**src/rtl/regpack_pkg.sv**
```systemverilog
package regpack_pkg;

  typedef enum logic {
    ST_GATHER = 1'b0,
    ST_SEND   = 1'b1
  } pack_state_e;

  localparam int unsigned WORD_BYTES = 4;

endpackage

```
**src/rtl/regpack_xlate.sv**
```systemverilog
module regpack_xlate #(
  parameter int          ADDR_W  = 16,
  parameter int          IDX_W   = 8,
  parameter int unsigned LO_BASE = 'h1C00,
  parameter int unsigned HI_BASE = 'h2C00
) (
  input  logic [ADDR_W-1:0] addr,
  output logic [IDX_W-1:0]  idx,
  output logic              ok
);
  import regpack_pkg::*;

  // one window covers 2^(IDX_W-1) word registers
  localparam int unsigned SPAN = WORD_BYTES << (IDX_W - 1);

  logic [31:0]      a32;
  logic             in_lo;
  logic             in_hi;
  logic             aligned;
  logic [IDX_W-2:0] off_lo;
  logic [IDX_W-2:0] off_hi;

  always_comb begin
    a32     = 32'(addr);
    in_lo   = (a32 >= LO_BASE) && (a32 < LO_BASE + SPAN);
    in_hi   = (a32 >= HI_BASE) && (a32 < HI_BASE + SPAN);
    aligned = (addr[1:0] == 2'b00);
    off_lo  = (IDX_W-1)'((a32 - LO_BASE) >> 2);
    off_hi  = (IDX_W-1)'((a32 - HI_BASE) >> 2);
    ok      = aligned && (in_lo || in_hi);
    idx     = in_lo ? {1'b0, off_lo} : {1'b1, off_hi};
  end

endmodule

```
**src/rtl/regpack_ctrl.sv**
```systemverilog
module regpack_ctrl
  import regpack_pkg::*;
#(
  parameter int GRP_N  = 4,
  parameter int SLOT_W = 2,
  parameter int BEAT_W = 3
) (
  input  logic              clk,
  input  logic              rst_n,
  input  logic              in_valid,
  input  logic              addr_ok,
  input  logic              flush,
  input  logic              out_ready,
  output logic              in_ready,
  output logic              out_valid,
  output logic              out_last,
  output logic              err_pulse,
  output logic [BEAT_W-1:0] beat,
  output logic [GRP_N-1:0]  slot_wr,
  output logic [GRP_N-1:0]  slot_pad
);

  pack_state_e       st_q, st_n;
  logic [SLOT_W-1:0] cnt_q, cnt_n;
  logic [BEAT_W-1:0] beat_q, beat_n;
  logic              lastgrp_q, lastgrp_n;
  logic              err_q, err_n;

  logic              take;
  logic              good;
  logic              flush_now;
  logic              full;
  logic              close;
  logic [SLOT_W:0]   cnt_after;

  // next-state logic
  always_comb begin
    in_ready  = (st_q == ST_GATHER);
    take      = in_valid && in_ready;
    good      = take && addr_ok;
    flush_now = flush && in_ready;
    cnt_after = {1'b0, cnt_q} + (SLOT_W+1)'(good);
    full      = good && (cnt_q == SLOT_W'(GRP_N - 1));
    close     = full || (flush_now && (cnt_after != '0));

    for (int i = 0; i < GRP_N; i++) begin
      slot_wr[i]  = good && (cnt_q == SLOT_W'(i));
      slot_pad[i] = close && ((SLOT_W+1)'(i) >= cnt_after);
    end

    st_n      = st_q;
    cnt_n     = cnt_q;
    beat_n    = beat_q;
    lastgrp_n = lastgrp_q;
    err_n     = take && !addr_ok;

    unique case (st_q)
      ST_GATHER: begin
        if (close) begin
          st_n      = ST_SEND;
          cnt_n     = '0;
          beat_n    = '0;
          lastgrp_n = flush_now;
        end else if (good) begin
          cnt_n = cnt_q + SLOT_W'(1);
        end
      end
      ST_SEND: begin
        if (out_ready) begin
          if (beat_q == BEAT_W'(GRP_N)) begin
            st_n      = ST_GATHER;
            lastgrp_n = 1'b0;
          end else begin
            beat_n = beat_q + BEAT_W'(1);
          end
        end
      end
      default: st_n = ST_GATHER;
    endcase

    out_valid = (st_q == ST_SEND);
    out_last  = out_valid && lastgrp_q && (beat_q == BEAT_W'(GRP_N));
    err_pulse = err_q;
    beat      = beat_q;
  end

  // state registers
  always_ff @(posedge clk or negedge rst_n) begin
    if (!rst_n) begin
      st_q      <= ST_GATHER;
      cnt_q     <= '0;
      beat_q    <= '0;
      lastgrp_q <= 1'b0;
      err_q     <= 1'b0;
    end else begin
      st_q      <= st_n;
      cnt_q     <= cnt_n;
      beat_q    <= beat_n;
      lastgrp_q <= lastgrp_n;
      err_q     <= err_n;
    end
  end

endmodule

```
**src/rtl/regpack_slots.sv**
```systemverilog
module regpack_slots #(
  parameter int GRP_N  = 4,
  parameter int IDX_W  = 8,
  parameter int DATA_W = 32,
  parameter int BEAT_W = 3
) (
  input  logic              clk,
  input  logic [GRP_N-1:0]  slot_wr,
  input  logic [GRP_N-1:0]  slot_pad,
  input  logic [IDX_W-1:0]  new_idx,
  input  logic [DATA_W-1:0] new_data,
  input  logic [IDX_W-1:0]  pad_idx,
  input  logic [BEAT_W-1:0] beat,
  output logic [DATA_W-1:0] word
);

  logic [IDX_W-1:0]  idx_q  [GRP_N];
  logic [DATA_W-1:0] data_q [GRP_N];
  logic [DATA_W-1:0] header;

  for (genvar g = 0; g < GRP_N; g++) begin : g_slot
    logic             en;
    logic [IDX_W-1:0] idx_d;
    logic [DATA_W-1:0] data_d;

    always_comb begin
      en     = slot_wr[g] || slot_pad[g];
      idx_d  = slot_wr[g] ? new_idx  : pad_idx;
      data_d = slot_wr[g] ? new_data : '0;
    end

    // payload registers: clock enable, no reset
    always_ff @(posedge clk) begin
      if (en) begin
        idx_q[g]  <= idx_d;
        data_q[g] <= data_d;
      end
    end

    assign header[g*IDX_W +: IDX_W] = idx_q[g];
  end

  always_comb begin
    word = header;
    for (int i = 0; i < GRP_N; i++) begin
      if (beat == BEAT_W'(i + 1)) word = data_q[i];
    end
  end

endmodule

```
**src/rtl/regpack_top.sv**
```systemverilog
module regpack_top
  import regpack_pkg::*;
#(
  parameter int          ADDR_W   = 16,
  parameter int          DATA_W   = 32,
  parameter int          GRP_N    = 4,
  parameter int unsigned LO_BASE  = 'h1C00,
  parameter int unsigned HI_BASE  = 'h2C00,
  parameter int unsigned PAD_ADDR = 'h1C54
) (
  input  logic              clk,
  input  logic              rst_n,
  input  logic              in_valid,
  output logic              in_ready,
  input  logic [ADDR_W-1:0] in_addr,
  input  logic [DATA_W-1:0] in_data,
  input  logic              flush,
  output logic              out_valid,
  input  logic              out_ready,
  output logic [DATA_W-1:0] out_data,
  output logic              out_last,
  output logic              err_pulse
);

  localparam int IDX_W  = DATA_W / GRP_N;
  localparam int SLOT_W = $clog2(GRP_N);
  localparam int BEAT_W = $clog2(GRP_N + 1);

  // reset: asserted asynchronously, released on the clock
  logic [1:0] rst_sync_q;
  logic       core_rst_n;

  always_ff @(posedge clk or negedge rst_n) begin
    if (!rst_n) rst_sync_q <= '0;
    else        rst_sync_q <= {rst_sync_q[0], 1'b1};
  end
  assign core_rst_n = rst_sync_q[1];

  logic [IDX_W-1:0]  in_idx;
  logic              in_ok;
  logic [IDX_W-1:0]  pad_raw;
  logic              pad_ok;
  logic [IDX_W-1:0]  pad_idx;
  logic [BEAT_W-1:0] beat;
  logic [GRP_N-1:0]  slot_wr;
  logic [GRP_N-1:0]  slot_pad;

  regpack_xlate #(
    .ADDR_W (ADDR_W), .IDX_W (IDX_W),
    .LO_BASE(LO_BASE), .HI_BASE(HI_BASE)
  ) i_xlate_in (
    .addr(in_addr), .idx(in_idx), .ok(in_ok)
  );

  regpack_xlate #(
    .ADDR_W (ADDR_W), .IDX_W (IDX_W),
    .LO_BASE(LO_BASE), .HI_BASE(HI_BASE)
  ) i_xlate_pad (
    .addr(ADDR_W'(PAD_ADDR)), .idx(pad_raw), .ok(pad_ok)
  );

  assign pad_idx = pad_ok ? pad_raw : '0;

  regpack_ctrl #(
    .GRP_N(GRP_N), .SLOT_W(SLOT_W), .BEAT_W(BEAT_W)
  ) i_ctrl (
    .clk      (clk),
    .rst_n    (core_rst_n),
    .in_valid (in_valid),
    .addr_ok  (in_ok),
    .flush    (flush),
    .out_ready(out_ready),
    .in_ready (in_ready),
    .out_valid(out_valid),
    .out_last (out_last),
    .err_pulse(err_pulse),
    .beat     (beat),
    .slot_wr  (slot_wr),
    .slot_pad (slot_pad)
  );

  regpack_slots #(
    .GRP_N(GRP_N), .IDX_W(IDX_W), .DATA_W(DATA_W), .BEAT_W(BEAT_W)
  ) i_slots (
    .clk     (clk),
    .slot_wr (slot_wr),
    .slot_pad(slot_pad),
    .new_idx (in_idx),
    .new_data(in_data),
    .pad_idx (pad_idx),
    .beat    (beat),
    .word    (out_data)
  );

endmodule

```
**config.mk**
```make
export PLATFORM = sky130hd
export DESIGN_NAME = regpack_top
export DESIGN_NICKNAME = d
export VERILOG_FILES = /design/src/rtl/regpack_pkg.sv /design/src/rtl/regpack_xlate.sv /design/src/rtl/regpack_ctrl.sv /design/src/rtl/regpack_slots.sv /design/src/rtl/regpack_top.sv
export SDC_FILE = /design/constraint.sdc
export NUM_CORES = 1
export LEC_CHECK = 0
export ABC_AREA = 0
export BUFFER_PORTS_ARGS = -buffer_cell sky130_fd_sc_hd__buf_2
export CORE_ASPECT_RATIO = 0.8
export CORE_UTILIZATION = 50
export DETAILED_ROUTE_END_ITERATION = 8
export PLACE_DENSITY = 0.7
export SLEW_MARGIN = 20
export SYNTH_ARGS = -nofsm -noshare
export SYNTH_HDL_FRONTEND = slang
export SYNTH_SLANG_ARGS = --single-unit
export TNS_END_PERCENT = 50
```
**constraint.sdc**
```tcl
create_clock -name clk -period 2.17 [get_ports clk]
set_input_delay 0.1085 -clock clk [delete_from_list [all_inputs] [get_ports clk]]
set_output_delay 0.1085 -clock clk [all_outputs]
set_load 0.02 [all_outputs]
```
After elaboration in Yosys (flattened, before gate mapping)
Memories as Yosys holds them, arrays and structs flattened.
Cells that the tools add are included.
{"block": "classes", "order_cmp": 8, "muxes": 35, "bitwise": 1, "eq_ne": 11, "add_sub_neg": 5, "n_reduce_logical": 32}
{"op": "$mux 32", "count": 8}
{"op": "$mux 8", "count": 5}
{"op": "$logic_and 1x1->1", "count": 18}
{"op": "$sub 9x1->9 const B", "count": 2}
{"op": "$ge 16x13->1 const B", "count": 1}
{"op": "$ge 16x14->1 const B", "count": 1}
{"op": "$lt 16x13->1 const B", "count": 1}
{"op": "$lt 16x14->1 const B", "count": 1}
{"op": "$mux 1", "count": 14}
{"op": "$mux 3", "count": 3}
{"op": "$eq 3x2->1 const B", "count": 2}
{"op": "$ge 1x3->1 const A", "count": 2}
{"op": "$ge 2x3->1 const A", "count": 2}
{"op": "$logic_or 1x1->1", "count": 6}
{"op": "$ne 2x2->1 const B", "count": 3}
{"op": "$pmux 3 s2", "count": 1}
{"op": "$reduce_and 3->1", "count": 2}
{"op": "$eq 2x2->1 const B", "count": 2}
{"op": "$logic_not 2->1", "count": 2}
{"op": "$mux 2", "count": 2}
{"op": "$pmux 1 s2", "count": 2}
{"op": "$add 2x1->3", "count": 1}
{"op": "$add 3x1->3 const B", "count": 1}
{"op": "$eq 3x1->1 const B", "count": 1}
{"op": "9 further kinds", "count": 9}
{"block": "word_totals", "ramBits": 160, "memories": 2, "wordCells": 100, "register_bits": 10, "inputBits": 53}
{"memory": "i_slots.data_q", "depth": 4, "width": 32, "read_ports": 4, "rd_ports_with_merged_regs": 0, "write_ports": 4, "line_no": "regpack_slots.sv:18", "source": "logic [DATA_W-1:0] data_q [GRP_N];"}
{"memory": "i_slots.idx_q", "depth": 4, "width": 8, "read_ports": 4, "rd_ports_with_merged_regs": 0, "write_ports": 4, "line_no": "regpack_slots.sv:17", "source": "logic [IDX_W-1:0] idx_q [GRP_N];"}

Longest topological paths before layout
{"block": "depth", "ltp_word": 13, "depth_mapped": 11, "mapped_depth_nobuf": 10}

By module
A second synthesis with hierarchy kept.
{"block": "hier_totals", "hier_cells": 705, "area_unflattened_um2": 8754.6}
{"mod": "regpack_slots", "area_each_um2": 7788.7, "cells_per_inst": 602, "instances": 1}
{"mod": "regpack_ctrl", "area_each_um2": 668.1, "cells_per_inst": 67, "instances": 1}
{"mod": "regpack_xlate", "area_each_um2": 95.1, "cells_per_inst": 12, "instances": 2}
{"mod": "regpack_top", "area_each_um2": 107.6, "cells_per_inst": 12, "instances": 1}

Worst setup path before layout
No wires, ideal clock.
{"block": "synth_timing", "path_kind": "register to register", "start": "register i_ctrl.st_q (netlist: i_ctrl.out_valid)", "end": "memory i_slots.data_q[2][0], enable pin", "required_ns": 1.724, "path_slack_ns": -2.204, "synth_period_minus_slack_ns": 4.374, "arrival_time_ns": 3.928, "stages_incl_launch_ff": 12, "path_buffers": 1, "setup_time_ns": 0.446, "path_cell_list": "dfrtp_1 > clkbuf_8 > inv_1 > nand2_1 > nor2_1 > ha_1 > inv_1 > ha_1 > nor2_1 > a21boi_2 > nor2_2 > o21bai_1"}
{"element": "start, declared", "line_no": "regpack_ctrl.sv:23", "source": "pack_state_e st_q, st_n;"}
{"element": "start signal, assigned", "line_no": "regpack_ctrl.sv:96", "source": "st_q <= st_n;"}
{"element": "end, declared", "line_no": "regpack_slots.sv:18"}

Worst setup path after layout
{"block": "layout_timing", "start": "register i_ctrl.beat_q[0] (netlist: i_ctrl.beat[0])", "end": "output out_data[23]"}
{"block": "layout_via", "elab_chain_cells": 5, "elab_cells_between_ends": 8, "classes_between": "4 x eq/ne; 4 x mux"}
{"element": "start, declared", "line_no": "regpack_ctrl.sv:25", "source": "logic [BEAT_W-1:0] beat_q, beat_n;"}
{"element": "start signal, assigned", "line_no": "regpack_ctrl.sv:98", "source": "beat_q <= beat_n;"}
{"element": "$eq 3x1->1", "line_no": "regpack_slots.sv:46", "source": "if (beat == BEAT_W'(i + 1)) word = data_q[i];"}
{"element": "$mux 32 (3 in series)", "line_no": "regpack_slots.sv:46"}
{"element": "$mux 32 *", "line_no": "regpack_slots.sv:46"}
{"element": "end, declared", "line_no": "regpack_top.sv:20", "source": "output logic [DATA_W-1:0] out_data,"}
Mark *: on every way between the ends. The rest lies on a longest branch, timed or not.

==> impl_metrics.tcl <==
set metrics [dict create \
    switching_share_pct 34.8 \
    synth_fp_nets 713 \
    setup_ws_ns -0.176 \
    multiInputGateArea_mm2 0.00305 \
    rsz0062_at_grt "true" \
    r2r_slack_ns -0.14 \
    avgSynthCellArea_um2 12.5 \
    hp-start "in_data[24]" \
    h-tree-depth 4 \
    nFillCells 1094 \
    clk_pin_slew_ns 0.06 \
    peakVddDrop_v 0.000705 \
    path_class "reg2out" \
    grt_use_met2_pct 39.6 \
    final.min_clock_period_ns 2.35 \
    yosysWarnings 0 \
    grt.busiest_layer "met2" \
    viasPerCell 5.50 \
    overflow 0 \
    synth_seq_area_share_pct 62.6 \
    cap_violations 0 \
    r2r_cells 13 \
    finalHoldViolCount 0 \
    synth_top_area_share_pct 59.5 \
    grt_pass1_wl_um 29100 \
    internal-power_mw 8.15 \
    worstPathArrival_ns 2.24 \
    syn_inst 648 \
    regArea_mm2 0.00506 \
    yosys.area.top_type "edfxtp_1" \
    p_leak_nw 4.28 \
    power.switching_mw 4.34 \
    power_frac_seq_pct 31.3 \
    vias 5688 \
    fmax_mhz 426 \
    maxSlewViolCount 0 \
    core_area_mm2 0.0158 \
    clk_path_buf_depth 2 \
    placed_area_mm2 0.00914 \
    grt_pass1_vias 5347 \
    start_util_pct 51.1 \
    ant_nets 0 \
    hold_path.class "in2reg" \
    status "finished, violations left" \
    ys_async_sr_fraction_pct 5.88 \
    grt_max_degree 41 \
    synth_area_leaders "edfxtp_1 (60%), and2_1 (11%), mux2i_1 (4.2%)" \
    antenna_found_initial 0 \
    drt-total-wl_um 20600 \
    design_area_mm2 0.0108 \
    drt-initial-drc-count 412 \
    hold_depth 2 \
    wl_per_cell_um 19.9 \
    fin_crit_sh_pct 108 \
    fp.dieH_um 116 \
    nets 873 \
    worstSkewPairLatency_ns 0.43 \
    root_buffer "clkbuf_16" \
    rr_endpoint "i_slots.data_q[2][23]" \
    drc 0 \
    numCtsBuffers 17 \
    layout_commonest_cell "edfxtp_1" \
    rows 41 \
    chipWidth_um 144 \
    end_kind "primary output" \
    use_met3_pct 5.21 \
    path_max_fanout 6 \
    power.total_mw 12.5 \
    place_congestion 0.860 \
    io_buffers 88 \
    crit_required_ns 2.06 \
    cts_tree "yes" \
    grt_usage_pct 24.0 \
    violations "negative setup slack" \
    synthFlopType "edfxtp_1" \
    dr.pass1.iters 5 \
    cts.sinks 170 \
    setup_viol 152 \
    die-area_mm2 0.0167 \
    synth_edf_count 160 \
    pwr-share-comb_pct 46.7 \
    use_met1_pct 32.1 \
    r2r-start "i_ctrl.out_valid" \
    antennaDiodeCount 0 \
    clock_power_share_pct 22.0 \
    hold_end "i_slots.data_q[3][24]" \
    hpwl_um 12000 \
    synth-seq-cells 170 \
    syn_to_final_growth_pct 34.1 \
    layout_common_cells "edfxtp_1 (160), and2_1 (145), nor2_1 (70)" \
    syn_area_mm2 0.00807 \
    fin_skew_ns 0.00536 \
    ios 89 \
    ys_types 49 \
    worst_setup_path_start_kind "flip-flop" \
    power_density_mw_per_mm2 1150 \
    drive_gt1_share_pct 31.1 \
]
power groups by stage:
| stage | combinational, mW | sequential [mW] | clock [mW] |
|---|---|---|---|
| floorplan | 2.71 | 3.97 | 0 |
| global placement | 4.09 | 3.96 | 0 |
| detailed placement | 4.15 | 3.97 | 0 |
| CTS | 4.91 | 3.90 | 2.76 |
| global route | 6.18 | 3.92 | 2.90 |
| finish | 5.84 | 3.91 | 2.74 |
critical path, cell delays in order, from the launching register on:
cell	delay, ns
dfrtp_2	0.44
ha_4	0.16
nor2b_4	0.12
buf_12	0.15
buf_6	0.12
buf_12	0.13
mux2i_1	0.12
a211o_1	0.30
a21oi_2	0.12
buf_4	0.14
metrics by stage:
step | utilization [%] | cells | setup slack (ns) | hold slack [ns] | setup TNS [ns]
floorplan | - | 648 | -1.09 | -0.187 | -143.34
global placement | 57.9 | 956 | -0.172 | -0.106 | -15.66
detailed placement | 57.9 | 956 | -0.287 | -0.104 | -32.51
CTS | 64.1 | 1010 | -0.206 | 0.00000594 | -9.54
global route | 68.5 | 1035 | -0.270 | 0.00936 | -27.12
finish | 68.5 | 1035 | -0.176 | 0.00542 | -15.53
final cells by class:
| class | instances | share of cell area, % |
|---|---|---|
| clock buffers | 20 | 4.03 |
| flip-flops and latches | 170 | 46.7 |
| repair buffers | 183 | 17.5 |
| clock inverters | 11 | 0.751 |
| well taps | 215 | 2.49 |
| multi-input cells | 426 | 28.2 |
| inverters | 10 | 0.381 |
timing repair:
item | in CTS | in global routing
pin swaps | 30 | 25
resized for setup | 55 | 74
endpoints found under the setup margin | 192 | 192
hold endpoints to repair | 32 | 1
hold buffers | 15 | 1
setup buffers | 7 | 13
gates cloned | 2 | 14
registers in the layout, summed over array words and instances, names as in the netlist:
name	count
i_slots.data_q	128
i_ctrl.err_pulse	1
i_slots.idx_q	32
rst_sync_q	2
i_ctrl.cnt_q	2
i_ctrl.out_valid	1
i_ctrl.beat	3
i_ctrl.lastgrp_q	1
Yosys cell counts, types with 5 or more instances:
cell type and n:
edfxtp_1 160, and2_1 145, nor2_1 72, a21oi_1 66, mux2i_1 34, a211o_1 33
clkbuf_1 18, nand2b_1 14, ha_1 12, dfrtp_1 10, inv_1 10, clkbuf_2 8
buf_2 7, nand2_1 5
metal layers:
layer,routed length [µm],vias up
met1,8860,2855
li1,-,2618
met2,10200,191
met3,1260,24
met5,0,-
met4,294,0
kinds of logic after synthesis:
group                      count (synthesis)  share of synthesized area [%]
and+or+nand+nor                          263                           18.8
DFF                                      170                           62.6
AOI/OAI and AO/OA                        114                           9.08
buffers and inverters                     52                           3.22
muxes                                     34                           4.22
adders and majority gates                 12                           1.86
xor gates and xnor gates                   2                          0.217
other                                      1                         0.0464
how the worst max path moves through the flow:
| stage | slack (ns) | cells after the start | start | to |
|---|---|---|---|---|
| 2_1_floorplan | -1.09 | 11 | i_ctrl.out_valid | i_slots.data_q[0][0] |
| 3_3_place_gp | -0.17 | 12 | in_addr[14] | i_slots.data_q[0][20] |
| 3_5_place_dp | -0.29 | 12 | in_addr[14] | i_slots.data_q[3][21] |
| 4_1_cts | -0.21 | 8 | i_ctrl.beat[0] | out_data[17] |
| 5_1_grt | -0.27 | 9 | i_ctrl.beat[0] | out_data[24] |
| 6_report | -0.18 | 9 | i_ctrl.beat[0] | out_data[23] |
Power figures use the tool's default switching activity.
